[config.mk]
export PLATFORM = sky130hd
export DESIGN_NAME = selfprog_ctrl_top
export DESIGN_NICKNAME = d
export VERILOG_FILES = /design/src/rtl/selfprog_pkg.sv /design/src/rtl/selfprog_ctl.sv /design/src/rtl/selfprog_dp.sv /design/src/rtl/selfprog_ctrl_top.sv
export SDC_FILE = /design/constraint.sdc
export NUM_CORES = 1
export LEC_CHECK = 0
export ABC_CLOCK_PERIOD_IN_PS = 2100
export BUFFER_PORTS_ARGS = -buffer_cell sky130_fd_sc_hd__buf_4
export CORE_MARGIN = 1
export CORE_UTILIZATION = 43
export CTS_CLUSTER_DIAMETER = 200
export DETAILED_ROUTE_END_ITERATION = 8
export PLACE_DENSITY = 0.81
export SKIP_LAST_GASP = 1
export SLEW_MARGIN = 20
export SYNTH_ARGS = -nofsm -noshare
export SYNTH_HDL_FRONTEND = slang
export SYNTH_HIERARCHICAL = 1
export SYNTH_SLANG_ARGS = --single-unit
[constraint.sdc]
create_clock -name clk -period 2.1 [get_ports clk]
set_clock_uncertainty 0.2 [all_clocks]
set_input_delay 0.42 -clock clk [delete_from_list [all_inputs] [get_ports clk]]
set_output_delay 0.42 -clock clk [all_outputs]
set_load 0.03 [all_outputs]
[src/rtl/selfprog_pkg.sv]
package selfprog_pkg;

  typedef enum logic [2:0] {
    FC_NONE  = 3'd0,
    FC_FILL  = 3'd1,
    FC_ERASE = 3'd2,
    FC_WRITE = 3'd3,
    FC_LOCK  = 3'd4,
    FC_RWWEN = 3'd5,
    FC_SIG   = 3'd6
  } flashCmd_e;

  // strobes from control to datapath
  typedef struct packed {
    logic      loadCfg;
    logic      loadIrq;
    logic      clrCmd;
    logic      setBusy;
    logic      clrBusy;
    logic      issue;
    flashCmd_e cmd;
  } ctlStrobe_t;

  localparam int CFG_W    = 6;
  localparam int BIT_IRQ  = 7;
  localparam int BIT_BUSY = 6;

endpackage

[src/rtl/selfprog_ctl.sv]
module selfprog_ctl
  import selfprog_pkg::*;
#(
  parameter int SPM_WIN = 4,
  parameter int LPM_WIN = 3
) (
  input  logic             clk,
  input  logic             rstN,
  input  logic             regWrEn,
  input  logic [CFG_W-1:0] cfgBits,
  input  logic             spmStrobe,
  input  logic             lpmStrobe,
  input  logic             flashBusy,
  input  logic             flashDone,
  output ctlStrobe_t       strobe
);

  localparam int AGE_W = $clog2(SPM_WIN + 1);
  localparam logic [AGE_W-1:0] AGE_LAST = AGE_W'(SPM_WIN - 1);
  localparam logic [AGE_W-1:0] AGE_LPM  = AGE_W'(LPM_WIN);

  logic             opActive;
  logic [AGE_W-1:0] age;
  logic             inProgress;
  logic             armed;
  logic [4:0]       cmdBits;
  flashCmd_e        selCmd;
  logic             spmHit;
  logic             lpmHit;
  logic             issue;
  logic             loadCfg;
  logic             expire;

  assign inProgress = opActive | flashBusy;
  assign armed      = cfgBits[0] & ~opActive;
  assign cmdBits    = cfgBits[5:1];
  assign loadCfg    = regWrEn & ~inProgress;

  // one-hot command decode; zero bits means buffer fill
  always_comb begin
    unique case (cmdBits)
      5'b00000: selCmd = FC_FILL;
      5'b00001: selCmd = FC_ERASE;
      5'b00010: selCmd = FC_WRITE;
      5'b00100: selCmd = FC_LOCK;
      5'b01000: selCmd = FC_RWWEN;
      5'b10000: selCmd = FC_SIG;
      default:  selCmd = FC_NONE;
    endcase
  end

  assign spmHit = spmStrobe & armed & ~inProgress & ~regWrEn &
                  (selCmd != FC_NONE) & (selCmd != FC_SIG);
  assign lpmHit = lpmStrobe & armed & ~inProgress & ~regWrEn &
                  (selCmd == FC_SIG) & (age < AGE_LPM);
  assign issue  = spmHit | lpmHit;
  assign expire = armed & (age == AGE_LAST) & ~issue & ~loadCfg;

  always_comb begin
    strobe.loadCfg = loadCfg;
    strobe.loadIrq = regWrEn;
    strobe.clrCmd  = expire | (opActive & flashDone);
    strobe.issue   = issue;
    strobe.cmd     = issue ? selCmd : FC_NONE;
    strobe.setBusy = issue & ((selCmd == FC_ERASE) | (selCmd == FC_WRITE));
    strobe.clrBusy = issue & ((selCmd == FC_FILL) | (selCmd == FC_RWWEN));
  end

  always_ff @(posedge clk or negedge rstN) begin
    if (!rstN) begin
      opActive <= 1'b0;
      age      <= '0;
    end else begin
      if (issue)          opActive <= 1'b1;
      else if (flashDone) opActive <= 1'b0;

      if (loadCfg)                        age <= '0;
      else if (armed && age != AGE_LAST)  age <= age + 1'b1;
    end
  end

endmodule

[src/rtl/selfprog_dp.sv]
module selfprog_dp
  import selfprog_pkg::*;
#(
  parameter int PAGE_W = 8,
  parameter int WORD_W = 7,
  localparam int Z_W   = PAGE_W + WORD_W + 1
) (
  input  logic              clk,
  input  logic              rstN,
  input  ctlStrobe_t        strobe,
  input  logic [7:0]        regWrData,
  input  logic [Z_W-1:0]    zPtr,
  output logic [7:0]        regVal,
  output logic              flashCmdValid,
  output flashCmd_e         flashCmd,
  output logic [PAGE_W-1:0] flashPage,
  output logic [WORD_W-1:0] flashWord,
  output logic              flashByteSel
);

  logic             irqEn;
  logic             rwwBusy;
  logic [CFG_W-1:0] cfg;

  assign regVal = {irqEn, rwwBusy, cfg};

  always_ff @(posedge clk or negedge rstN) begin
    if (!rstN) begin
      irqEn   <= 1'b0;
      rwwBusy <= 1'b0;
      cfg     <= '0;
    end else begin
      if (strobe.loadIrq) irqEn <= regWrData[BIT_IRQ];
      if (strobe.clrCmd)  cfg <= '0;
      if (strobe.loadCfg) cfg <= regWrData[CFG_W-1:0];
      if (strobe.setBusy)      rwwBusy <= 1'b1;
      else if (strobe.clrBusy) rwwBusy <= 1'b0;
    end
  end

  always_ff @(posedge clk or negedge rstN) begin
    if (!rstN) begin
      flashCmdValid <= 1'b0;
      flashCmd      <= FC_NONE;
      flashPage     <= '0;
      flashWord     <= '0;
      flashByteSel  <= 1'b0;
    end else begin
      flashCmdValid <= strobe.issue;
      if (strobe.issue) begin
        flashCmd     <= strobe.cmd;
        flashPage    <= zPtr[Z_W-1:WORD_W+1];
        flashWord    <= (strobe.cmd == FC_FILL) ? zPtr[WORD_W:1] : '0;
        flashByteSel <= (strobe.cmd == FC_SIG) ? zPtr[0] : 1'b0;
      end
    end
  end

endmodule

[src/rtl/selfprog_ctrl_top.sv]
module selfprog_ctrl_top
  import selfprog_pkg::*;
#(
  parameter int PAGE_W  = 8,
  parameter int WORD_W  = 7,
  parameter int SPM_WIN = 4,
  parameter int LPM_WIN = 3,
  localparam int Z_W    = PAGE_W + WORD_W + 1
) (
  input  logic              clk,
  input  logic              rstN,
  input  logic              regWrEn,
  input  logic [7:0]        regWrData,
  output logic [7:0]        regRdData,
  input  logic              globalIntEn,
  input  logic              spmStrobe,
  input  logic              lpmStrobe,
  input  logic [Z_W-1:0]    zPtr,
  input  logic              flashBusy,
  input  logic              flashDone,
  output logic              flashCmdValid,
  output logic [2:0]        flashCmd,
  output logic [PAGE_W-1:0] flashPage,
  output logic [WORD_W-1:0] flashWord,
  output logic              flashByteSel,
  output logic              rwwReadBlock,
  output logic              spmIrq
);

  ctlStrobe_t strobe;
  logic [7:0] regVal;
  flashCmd_e  cmdEnum;

  selfprog_ctl #(.SPM_WIN(SPM_WIN), .LPM_WIN(LPM_WIN)) u_ctl (
    .clk       (clk),
    .rstN      (rstN),
    .regWrEn   (regWrEn),
    .cfgBits   (regVal[CFG_W-1:0]),
    .spmStrobe (spmStrobe),
    .lpmStrobe (lpmStrobe),
    .flashBusy (flashBusy),
    .flashDone (flashDone),
    .strobe    (strobe)
  );

  selfprog_dp #(.PAGE_W(PAGE_W), .WORD_W(WORD_W)) u_dp (
    .clk           (clk),
    .rstN          (rstN),
    .strobe        (strobe),
    .regWrData     (regWrData),
    .zPtr          (zPtr),
    .regVal        (regVal),
    .flashCmdValid (flashCmdValid),
    .flashCmd      (cmdEnum),
    .flashPage     (flashPage),
    .flashWord     (flashWord),
    .flashByteSel  (flashByteSel)
  );

  assign regRdData    = regVal;
  assign flashCmd     = cmdEnum;
  assign rwwReadBlock = regVal[BIT_BUSY];
  assign spmIrq       = regVal[BIT_IRQ] & globalIntEn & ~regVal[0];

endmodule

### Word level (Yosys, flattened, before mapping)

Index checks and enable logic that the tools add are counted.

| operators by class | value |
|---|---|
| order comparisons | 1 |
| $add $sub $neg | 1 |
| divide/modulo/power cells | 0 |
| mux-type cells | 12 |
| shift operators | 0 |
| reduce and logical (&&, ||, !) cells | 7 |
| bitwise gates (word level) | 31 |
| equal/unequal tests | 15 |
| $mul | 0 |

Operators by type and width:

| kind | number |
|---|---|
| 1-bit bitwise AND | 20 |
| 3-bit one-hot mux with 6 select lines | 1 |
| 6-bit two-way mux | 2 |
| 3-bit by 2-bit equality test with 1-bit output (second input constant) | 3 |
| 3-bit equality test (second input constant) | 3 |
| 3-bit two-way mux | 3 |
| 2-bit nonzero test | 4 |
| 7-bit two-way mux | 1 |
| 3-bit by 1-bit equality test with 1-bit output (second input constant) | 2 |
| 1-bit inverter | 6 |
| 5-bit by 1-bit equality test with 1-bit output (second input constant) | 1 |
| 5-bit by 2-bit equality test with 1-bit output (second input constant) | 1 |
| 5-bit by 3-bit equality test with 1-bit output (second input constant) | 1 |
| 5-bit by 4-bit equality test with 1-bit output (second input constant) | 1 |
| 5-bit equality test (second input constant) | 1 |
| 5-bit logical NOT | 1 |
| 1-bit two-way mux | 5 |
| 1-bit OR | 5 |
| 3-bit by 1-bit adder with 3-bit output (second input constant) | 1 |
| 3-bit by 2-bit less-than comparator with 1-bit output (second input constant) | 1 |
| 3-bit by 2-bit != test with 1-bit output (second input constant) | 1 |
| 3-bit != test (second input constant) | 1 |
| 3-bit nonzero test | 1 |
| 1-bit logical AND | 1 |

| word-level totals | value |
|---|---|
| output and inout port bits | 30 |
| latch bits | 0 |
| input port bits | 32 |
| RAM bits | 0 |
| logic and storage cells | 77 |
| flip-flop bits (word level) | 32 |
| ROM bits | 0 |
| memories | 0 |

### Logic depth before layout (Yosys ltp)

Gate-level depths: netlist (run 1).

| logic depth | value |
|---|---|
| depth after elaboration | 14 |
| depth in mapped cells | 9 |
| gate-level depth less buffers | 7 |

### Hierarchy

The synthesis (run 1) kept the hierarchy.

Modules (own cells, without submodules):

| module | cells each | sequential area each (um2) | area each (um2) | instances |
|---|---|---|---|---|
| selfprog_dp | 79 | 700.7 | 1122.3 | 1 |
| selfprog_ctl | 52 | 100.1 | 470.5 | 1 |
| selfprog_ctrl_top | 2 | 0.0 | 16.3 | 1 |

### Worst setup path after synthesis (run 1)

No wires, ideal clock.

| timing path | value |
|---|---|
| path type | register to register |
| start point | register u_dp.cfg[1] |
| end point | register u_dp.flashPage[1] |
| cell stages (with the launch flop) | 9 |
| clock period less this slack | 2338 ps |
| setup slack | -238 ps |
| setup time | 125 ps |
| data required time | 1775 ps |
| path buffers | 4 |
| arrival time | 2013 ps |
| cell sequence | dfrtp_1 > buf_6 > nor4_1 > nand4_2 > nand2_1 > buf_4 > buf_2 > buf_6 > mux2_2 |

| on the way | value |
|---|---|
| longest elaborated chain between the ends | 6 |
| elaborated cells between the ends (all ways) | 15 |
| those cells by class | eq/ne (7); mux (1); bitwise (5); reduce/logical (2) |

RTL lines:

| what | RTL line | source |
|---|---|---|
| from (decl) | selfprog_dp.sv:23 | `logic [CFG_W-1:0] cfg;` |
| from (signal assigned) | selfprog_dp.sv:35 | `if (strobe.loadCfg) cfg <= regWrData[CFG_W-1:0];` |
| 5-bit equality test (tied with other cells) | selfprog_ctl.sv:41 | `unique case (cmdBits)` |
| 3-bit one-hot mux with 6 select lines * | selfprog_ctl.sv:41 |  |
| 3-bit equality test or 3-bit nonzero test (tied branches) | selfprog_ctl.sv:55, selfprog_ctl.sv:53 |  |
| 1-bit bitwise AND (on tied branches) | selfprog_ctl.sv:54, selfprog_ctl.sv:52 |  |
| 1-bit bitwise AND (on tied branches) | selfprog_ctl.sv:55, selfprog_ctl.sv:53 |  |
| 1-bit OR * | selfprog_ctl.sv:56 | `assign issue = spmHit \| lpmHit;` |
| named net u_ctl.issue | selfprog_ctl.sv:30 | `logic issue;` |
| to (signal assigned) | selfprog_dp.sv:52 | `flashPage <= zPtr[Z_W-1:WORD_W+1];` |
| to (decl) | selfprog_dp.sv:16 | `output logic [PAGE_W-1:0] flashPage,` |

Mark *: on every way through the listed nets, which the timed path passes. The rest lies on a longest branch.
A chain may end at the register's enable or synchronous reset.

==> results of run 1 <==
-- kinds of logic (layout without fill, tap and decap cells) --
family	count (synthesis)	in the layout	share of synthesized area [%]
XOR/XNOR	3	3	1.63
flip-flops	32	32	49.8
AO/OA/AOI/OAI	28	28	16.3
buffers and inverters	24	105	9.10
AND/OR/NAND/NOR	30	30	11.9
adder cells (fa/ha/maj)	2	2	1.55
multiplexers	14	14	9.72
-- synth_stat cells, types with 2 or more instances --
| cell | count | share of area (%) |
|---|---|---|
| nor2b_1 | 2 | 0.78 |
| a2111oi_2 | 2 | 1.9 |
| buf_2 | 3 | 0.93 |
| o21ai_0 | 4 | 1.2 |
| mux2_2 | 13 | 9.1 |
| buf_6 | 4 | 2.8 |
| xor2_1 | 2 | 1.1 |
| inv_1 | 11 | 2.6 |
| o22ai_2 | 7 | 5.4 |
| a22o_1 | 6 | 3.3 |
| nand2b_1 | 2 | 0.78 |
| nor2_1 | 2 | 0.47 |
| buf_4 | 6 | 2.8 |
| o22ai_1 | 2 | 0.78 |
| ha_1 | 2 | 1.6 |
| nand2_1 | 11 | 2.6 |
| a211oi_1 | 2 | 0.93 |
| dfrtp_1 | 32 | 50 |
| and3b_1 | 2 | 1.1 |
| nor4_1 | 3 | 1.2 |
-- worst max path at each step --
stage	slack (ps)	cells after the start	to
2_1_floorplan	-80	8	u_dp/flashPage[1]$_DFFE_PN0P_
3_3_place_gp	-290	7	u_dp/flashWord[1]$_DFFE_PN0P_
3_5_place_dp	-390	7	u_dp/flashWord[6]$_DFFE_PN0P_
4_1_cts	-130	7	u_dp/flashByteSel$_DFFE_PN0P_
5_1_grt	-180	7	u_dp/flashByteSel$_DFFE_PN0P_
6_report	-100	7	u_dp/flashByteSel$_DFFE_PN0P_
-- report_power, final --
part / internal (µW) / switching, µW / leakage (µW) / total [µW]
clock network: 352 / 223 / 0.0000552 / 574
logic: 579 / 735 / 0.000715 / 1310
registers: 817 / 156 / 0.000404 / 973
-- state kept, by name, summed over array words and instances (netlist names) --
register and cells:
u_dp/flashCmdValid 1, u_dp/cfg 6, u_ctl/opActive 1, u_dp/irqEn 1
u_dp/flashPage 8, u_dp/flashByteSel 1, u_ctl/age 3, u_dp/flashWord 7
u_dp/rwwBusy 1, u_dp/flashCmd 3
-- through the flow --
stage | instance area, µm² | hold WS [ps] | setup TNS, ps | cells
5_1_grt | 2440 | 154 | -1940 | 260
2_1_floorplan | 1650 | -75.6 | -824 | 133
3_5_place_dp | 2240 | 182 | -6110 | 250
4_1_cts | 2430 | 155 | -1830 | 260
6_report | 2440 | 162 | -362 | 260
3_3_place_gp | 2240 | 173 | -4670 | 250
-- cell type report --
cell class	instances	area [µm²]
clock buffers	6	72.6
clock inverters	2	35.0
flip-flops and latches	32	806
fillers	257	1030
inverters	11	41.3
repair buffers	86	664
multi-input cells	77	761
well taps	46	57.6
-- what timing repair did --
item,CTS,global route
gates resized for setup,9,1
endpoints found under the hold margin,32,0
hold buffers,1,0
buffers inserted,1,1
setup endpoints to repair,25,25
pin swaps,6,3
-- critical path, stage by stage (launching register included) --
cell and delay (ps):
dfrtp_1 420, nor4b_4 260, buf_4 190, nand2_4 60, a2111oi_4 310, buf_4 170
and4b_2 210, mux2_4 260
-- routing by layer --
metal	share of wire [%]	track usage, %
met5	0	0
met2	51	37.6
met1	41	22.1
met4	1.7	9.09
met3	5.8	5.62
==> run metrics, run 1 <==
post-synth cell types=35; worst-path fanout max=2; hold violation count in the final report=0; Total Power=2860 µW; ys async rst share=100%; Syn Nets=167; Initial Utilization=46.4%; Seq cells post-synth=32; status=finished, violations left; fraction of layout cells with a size suffix above 1=60.3%; P_leak=0.00117 µW; Vias/cell=5.09; max-slew violation count=0; DRT Pass-1 Iters=4; DRT iter0 DRCs=77; Vias=1323; crit path kind=reg2reg; measured slew at the worst slew-check pin=399 ps; Setup crit start kind=flop; top_reg_cell synth=dfrtp_1; Hold Crit Depth=2; die height=63.2 µm; Diodes inserted=0; Worst IR Drop VDD=0.000553 V; sequential area share after synthesis=49.8%; Worst Hold End=u_dp/cfg[2]$_DFFE_PN0P_; EDFF count, synth=0; synthesized instance count=133; RSZ-0062 raised after global routing=true; core box area=3470 µm²; failing checks=negative setup slack; Max Fclk=454 MHz; largest net degree at the start of global routing=33; Mean Syn Cell Area=12.1 µm²; Placer Congestion=0.792; vias in the first global route=1335; Routed Antenna Nets=0; Pwr per Cell Area=1170 nW/µm²; gr ovfl total=0; CTS tree=done; dpl ws=-389 ps; CTS H-Tree Depth=2; initial antenna violation count=0; r2r worst-path depth=7; Worst-Skew Late Latency=280 ps; TritonCTS Buffers=5; Hold Crit Class=in2reg; Remaining DRCs=0; Die X-Extent=63.2 µm; gr usage total=20.7%; Sink Count=32; Slew headroom=73.4%; DIE AREA=3990 µm²; final WL=3830 µm; Clock Pin Slew Worst Setup and Hold Paths=70 ps; post-DP HPWL=2780 µm; setup slack, reg-to-reg=-100 ps; reg2reg start=u_ctl/opActive$_DFFE_PN0P_; Critical Path AT=2170 ps; routed len/inst=14.7 µm; most common cell after layout, fill and taps aside=buf_4; Post-Syn Area=1610 µm²; capture point of the worst reg-to-reg path=u_dp/flashByteSel$_DFFE_PN0P_; Setup WS post-layout=-100 ps; # nets final=247; final setup violation count=12; # IOs=62; Setup crit start=u_ctl/opActive$_DFFE_PN0P_; CP Data Required Time=2070 ps; CTS max path bufs=2; row count=21; Max-Cap Viols=0; area delta synth->final=51.5%; Crit. End Element=flop; global-route wire length before repair=6140 µm; fin crit period=2200 ps; hold wc startpoint=regWrData[2]; Root Buffer=clkbuf_8; most frequent cells in the layout=buf_4, dfrtp_1, mux2_2; Port Buffer Count=60; part of the cycle the worst path needs=105%; final core occ=70.3%; YS warnings=6
Note: power is estimated with default switching activity, not from simulation.
==> run 2, diff against run 1 <==
PLACE_DENSITY = 0.75   (was 0.81)
==> run 2 against run 1 <==
  * The flow still finishes with violations (negative setup slack)
  * Sequential share of layout area down 0.50 points
  * Power up 1.1%
  * Count of clock-buffer cells in the layout down 1
  * Worst setup slack better by 16 ps
  * Combinational power about the same
  * Critical path type unchanged
==> run metrics, run 2 (same netlist as run 1, synthesis figures left out) <==
# nets final=251 (+1.6%); max reg flops=8 (unchanged); CP Data Required Time=2130 ps (+60 ps); CTS max path bufs=2 (unchanged); Pwr per Cell Area=1170 nW/µm² (-0.60%); Slew headroom=70.3% (-3.1 points); Crit. End Element=flop; Placer Congestion=0.807 (+2.0%); Worst-Skew Late Latency=290 ps (about the same); Combinational Power Share=46.1% (+0.2 points); Initial Utilization=46.4% (unchanged); Reg power frac=33.6% (-0.4 points); Worst path max stage delay=410 ps (about the same); Sink Count=32 (unchanged); # IOs=62 (unchanged); part of the cycle the worst path needs=104% (-0.76 points); Vias=1352 (+2.2%); switching share of power=39.0% (+0.14 points); Setup crit start kind=flop; tightest hold margin=158 ps (-4.40 ps); vias in the first global route=1400 (+4.9%); status=finished, violations left; DP Area=2250 µm² (+0.34%); Remaining DRCs=0 (unchanged); worst-path fanout max=3 (+1); Port Buffer Count=60 (unchanged); Critical Path AT=2220 ps (+50 ps); area delta synth->final=54.0%; final setup violation count=19 (+7); global-route wire length before repair=6430 µm (+4.7%); Sw Pwr=1130 µW (+1.4%); row count=21 (unchanged); largest net degree at the start of global routing=33 (unchanged); TritonCTS Buffers=5 (unchanged); crit path kind=reg2reg; Max Fclk=458 MHz (+0.73%); Routed Antenna Nets=0 (unchanged); die height=63.2 µm (unchanged); CTS tree=done; Vias/cell=5.12 (+0.64%); gr usage total=21.4% (+0.70 points); DRT Pass-1 Iters=4 (unchanged); initial antenna violation count=0 (unchanged); measured slew at the worst slew-check pin=441 ps (+42.2 ps); final WL=4060 µm (+6.0%); DIE AREA=3990 µm² (unchanged); Slowest-stage cell, CP=dfrtp_1; Setup crit start=u_ctl/opActive$_DFFE_PN0P_; WP buf/inv=2 (unchanged); Crit path max-delay family=simple AND/OR/NAND/NOR gates; CP most frequent cell=buf_4; Final TNS setup=-513 ps (-150 ps); core box area=3470 µm² (unchanged); Largest Register=u_dp/flashPage; clock share of power=20.3% (+0.2 points); DRT iter0 DRCs=32 (-58%); hold violation count in the final report=0 (unchanged); failing checks=negative setup slack; Int Power=1760 µW (+0.85%); Diodes inserted=0 (unchanged); top flop regs=u_dp/flashPage (8), u_dp/flashWord (7), u_dp/cfg (6); Critical Path, Cell by Cell=nor4b_4 > buf_4 > nand4_4 > a2111oi_4 > buf_4 > and4b_2 > mux2_2; Clock Pin Slew Worst Setup and Hold Paths=70 ps (about the same); reg2reg start=u_ctl/opActive$_DFFE_PN0P_; hold wc startpoint=regWrData[4]; fraction of layout cells with a size suffix above 1=62.4% (+2.1 points); fin crit period=2180 ps (-16.0 ps); most frequent cells in the layout=buf_4, dfrtp_1, mux2_2; most common cell after layout, fill and taps aside=buf_4; Max-Cap Viols=0 (unchanged); post-DP HPWL=2870 µm (+3.2%); Die X-Extent=63.2 µm (unchanged); Worst IR Drop VDD=0.000619 V (+12%); Setup WS post-layout=-84.3 ps (+16.0 ps); gr ovfl total=0 (unchanged); RSZ-0062 raised after global routing=true; routed len/inst=15.4 µm (+4.4%); max-slew violation count=0 (unchanged); P_leak=0.00119 µW (+1.4%); Root Buffer=clkbuf_8; CTS H-Tree Depth=2 (unchanged); cell area after layout=2480 µm² (+1.7%); Hold Crit Class=in2reg
==> run 2: cell count changes in the layout (fill, tap and decap cells not counted), sizes merged <==
cell | previous run | this run
clkinvlp | 0 | 1
buf | 85 | 88
==> run 2: stage by stage <==
stage	worst slack [ps]	utilization [%]	std cells	total power, µW
2_1_floorplan	-81.9	-	133	1760
5_1_grt	-161	71.5	264	3040
6_report	-84.3	71.5	264	2890
4_1_cts	-80.4	68.7	260	2870
3_3_place_gp	-333	64.8	251	2210
3_5_place_dp	-435	64.8	251	2270
==> run 2: final timing paths <==
check	end	slack, ps	cells after the start
setup / recovery	u_dp/flashByteSel$_DFFE_PN0P_	-80	7
hold / removal	u_dp/cfg[4]$_DFFE_PN0P_	160	2
setup reg to reg	u_dp/flashByteSel$_DFFE_PN0P_	-80	7
hold reg to reg	u_dp/flashPage[2]$_DFFE_PN0P_	310	1
max in group asynchronous	u_dp/cfg[0]$_DFFE_PN0P_	990	2
min in group asynchronous	u_ctl/age[0]$_DFFE_PN0P_	400	2
==> run 2: worst reg2reg max path, delay by kind of cell, from the launching register on <==
| kind | cells | cell delay [ps] |
|---|---|---|
| and+or+nand+nor | 3 | 650 |
| DFF | 1 | 410 |
| AOI/OAI and AO/OA | 1 | 380 |
| buffers and inverters | 2 | 350 |
| muxes | 1 | 140 |
==> run 2: layout make-up <==
type | count | area [µm²]
clock inverters | 3 | 42.5
fillers | 267 | 990
clock buffers | 5 | 68.8
flip-flops and latches | 32 | 807
repair buffers | 90 | 716
multi-input cells | 77 | 746
well taps | 46 | 57.6
inverters | 11 | 41.3
==> run 2: power by group through the flow <==
| stage | sequential [µW] | clock, µW | combinational [µW] |
|---|---|---|---|
| 6_report | 971 | 587 | 1330 |
| 5_1_grt | 1000 | 625 | 1410 |
| 4_1_cts | 970 | 599 | 1300 |
| 3_3_place_gp | 964 | 0 | 1250 |
| 2_1_floorplan | 1290 | 0 | 473 |
| 3_5_place_dp | 979 | 0 | 1290 |
==> run 2: layer usage <==
layer | routed length [µm] | vias up | GRT usage, % | part of all wire [%]
met4 | 79 | 0 | 8.52 | 1.9
met2 | 2270 | 45 | 39.9 | 56
met5 | 0 | - | 0 | 0
met1 | 1510 | 663 | 22.4 | 37
li1 | - | 636 | - | -
met3 | 197 | 8 | 5.80 | 4.9
==> run 2: what timing repair did <==
item / CTS / global route
buffers inserted: 0 / 3
endpoints found under the hold margin: 32 / 0
pin swaps: 2 / 2
endpoints found under the setup margin: 8 / 25
gates resized for setup: 2 / 8
cloned: 0 / 1
hold buffers: 1 / 0
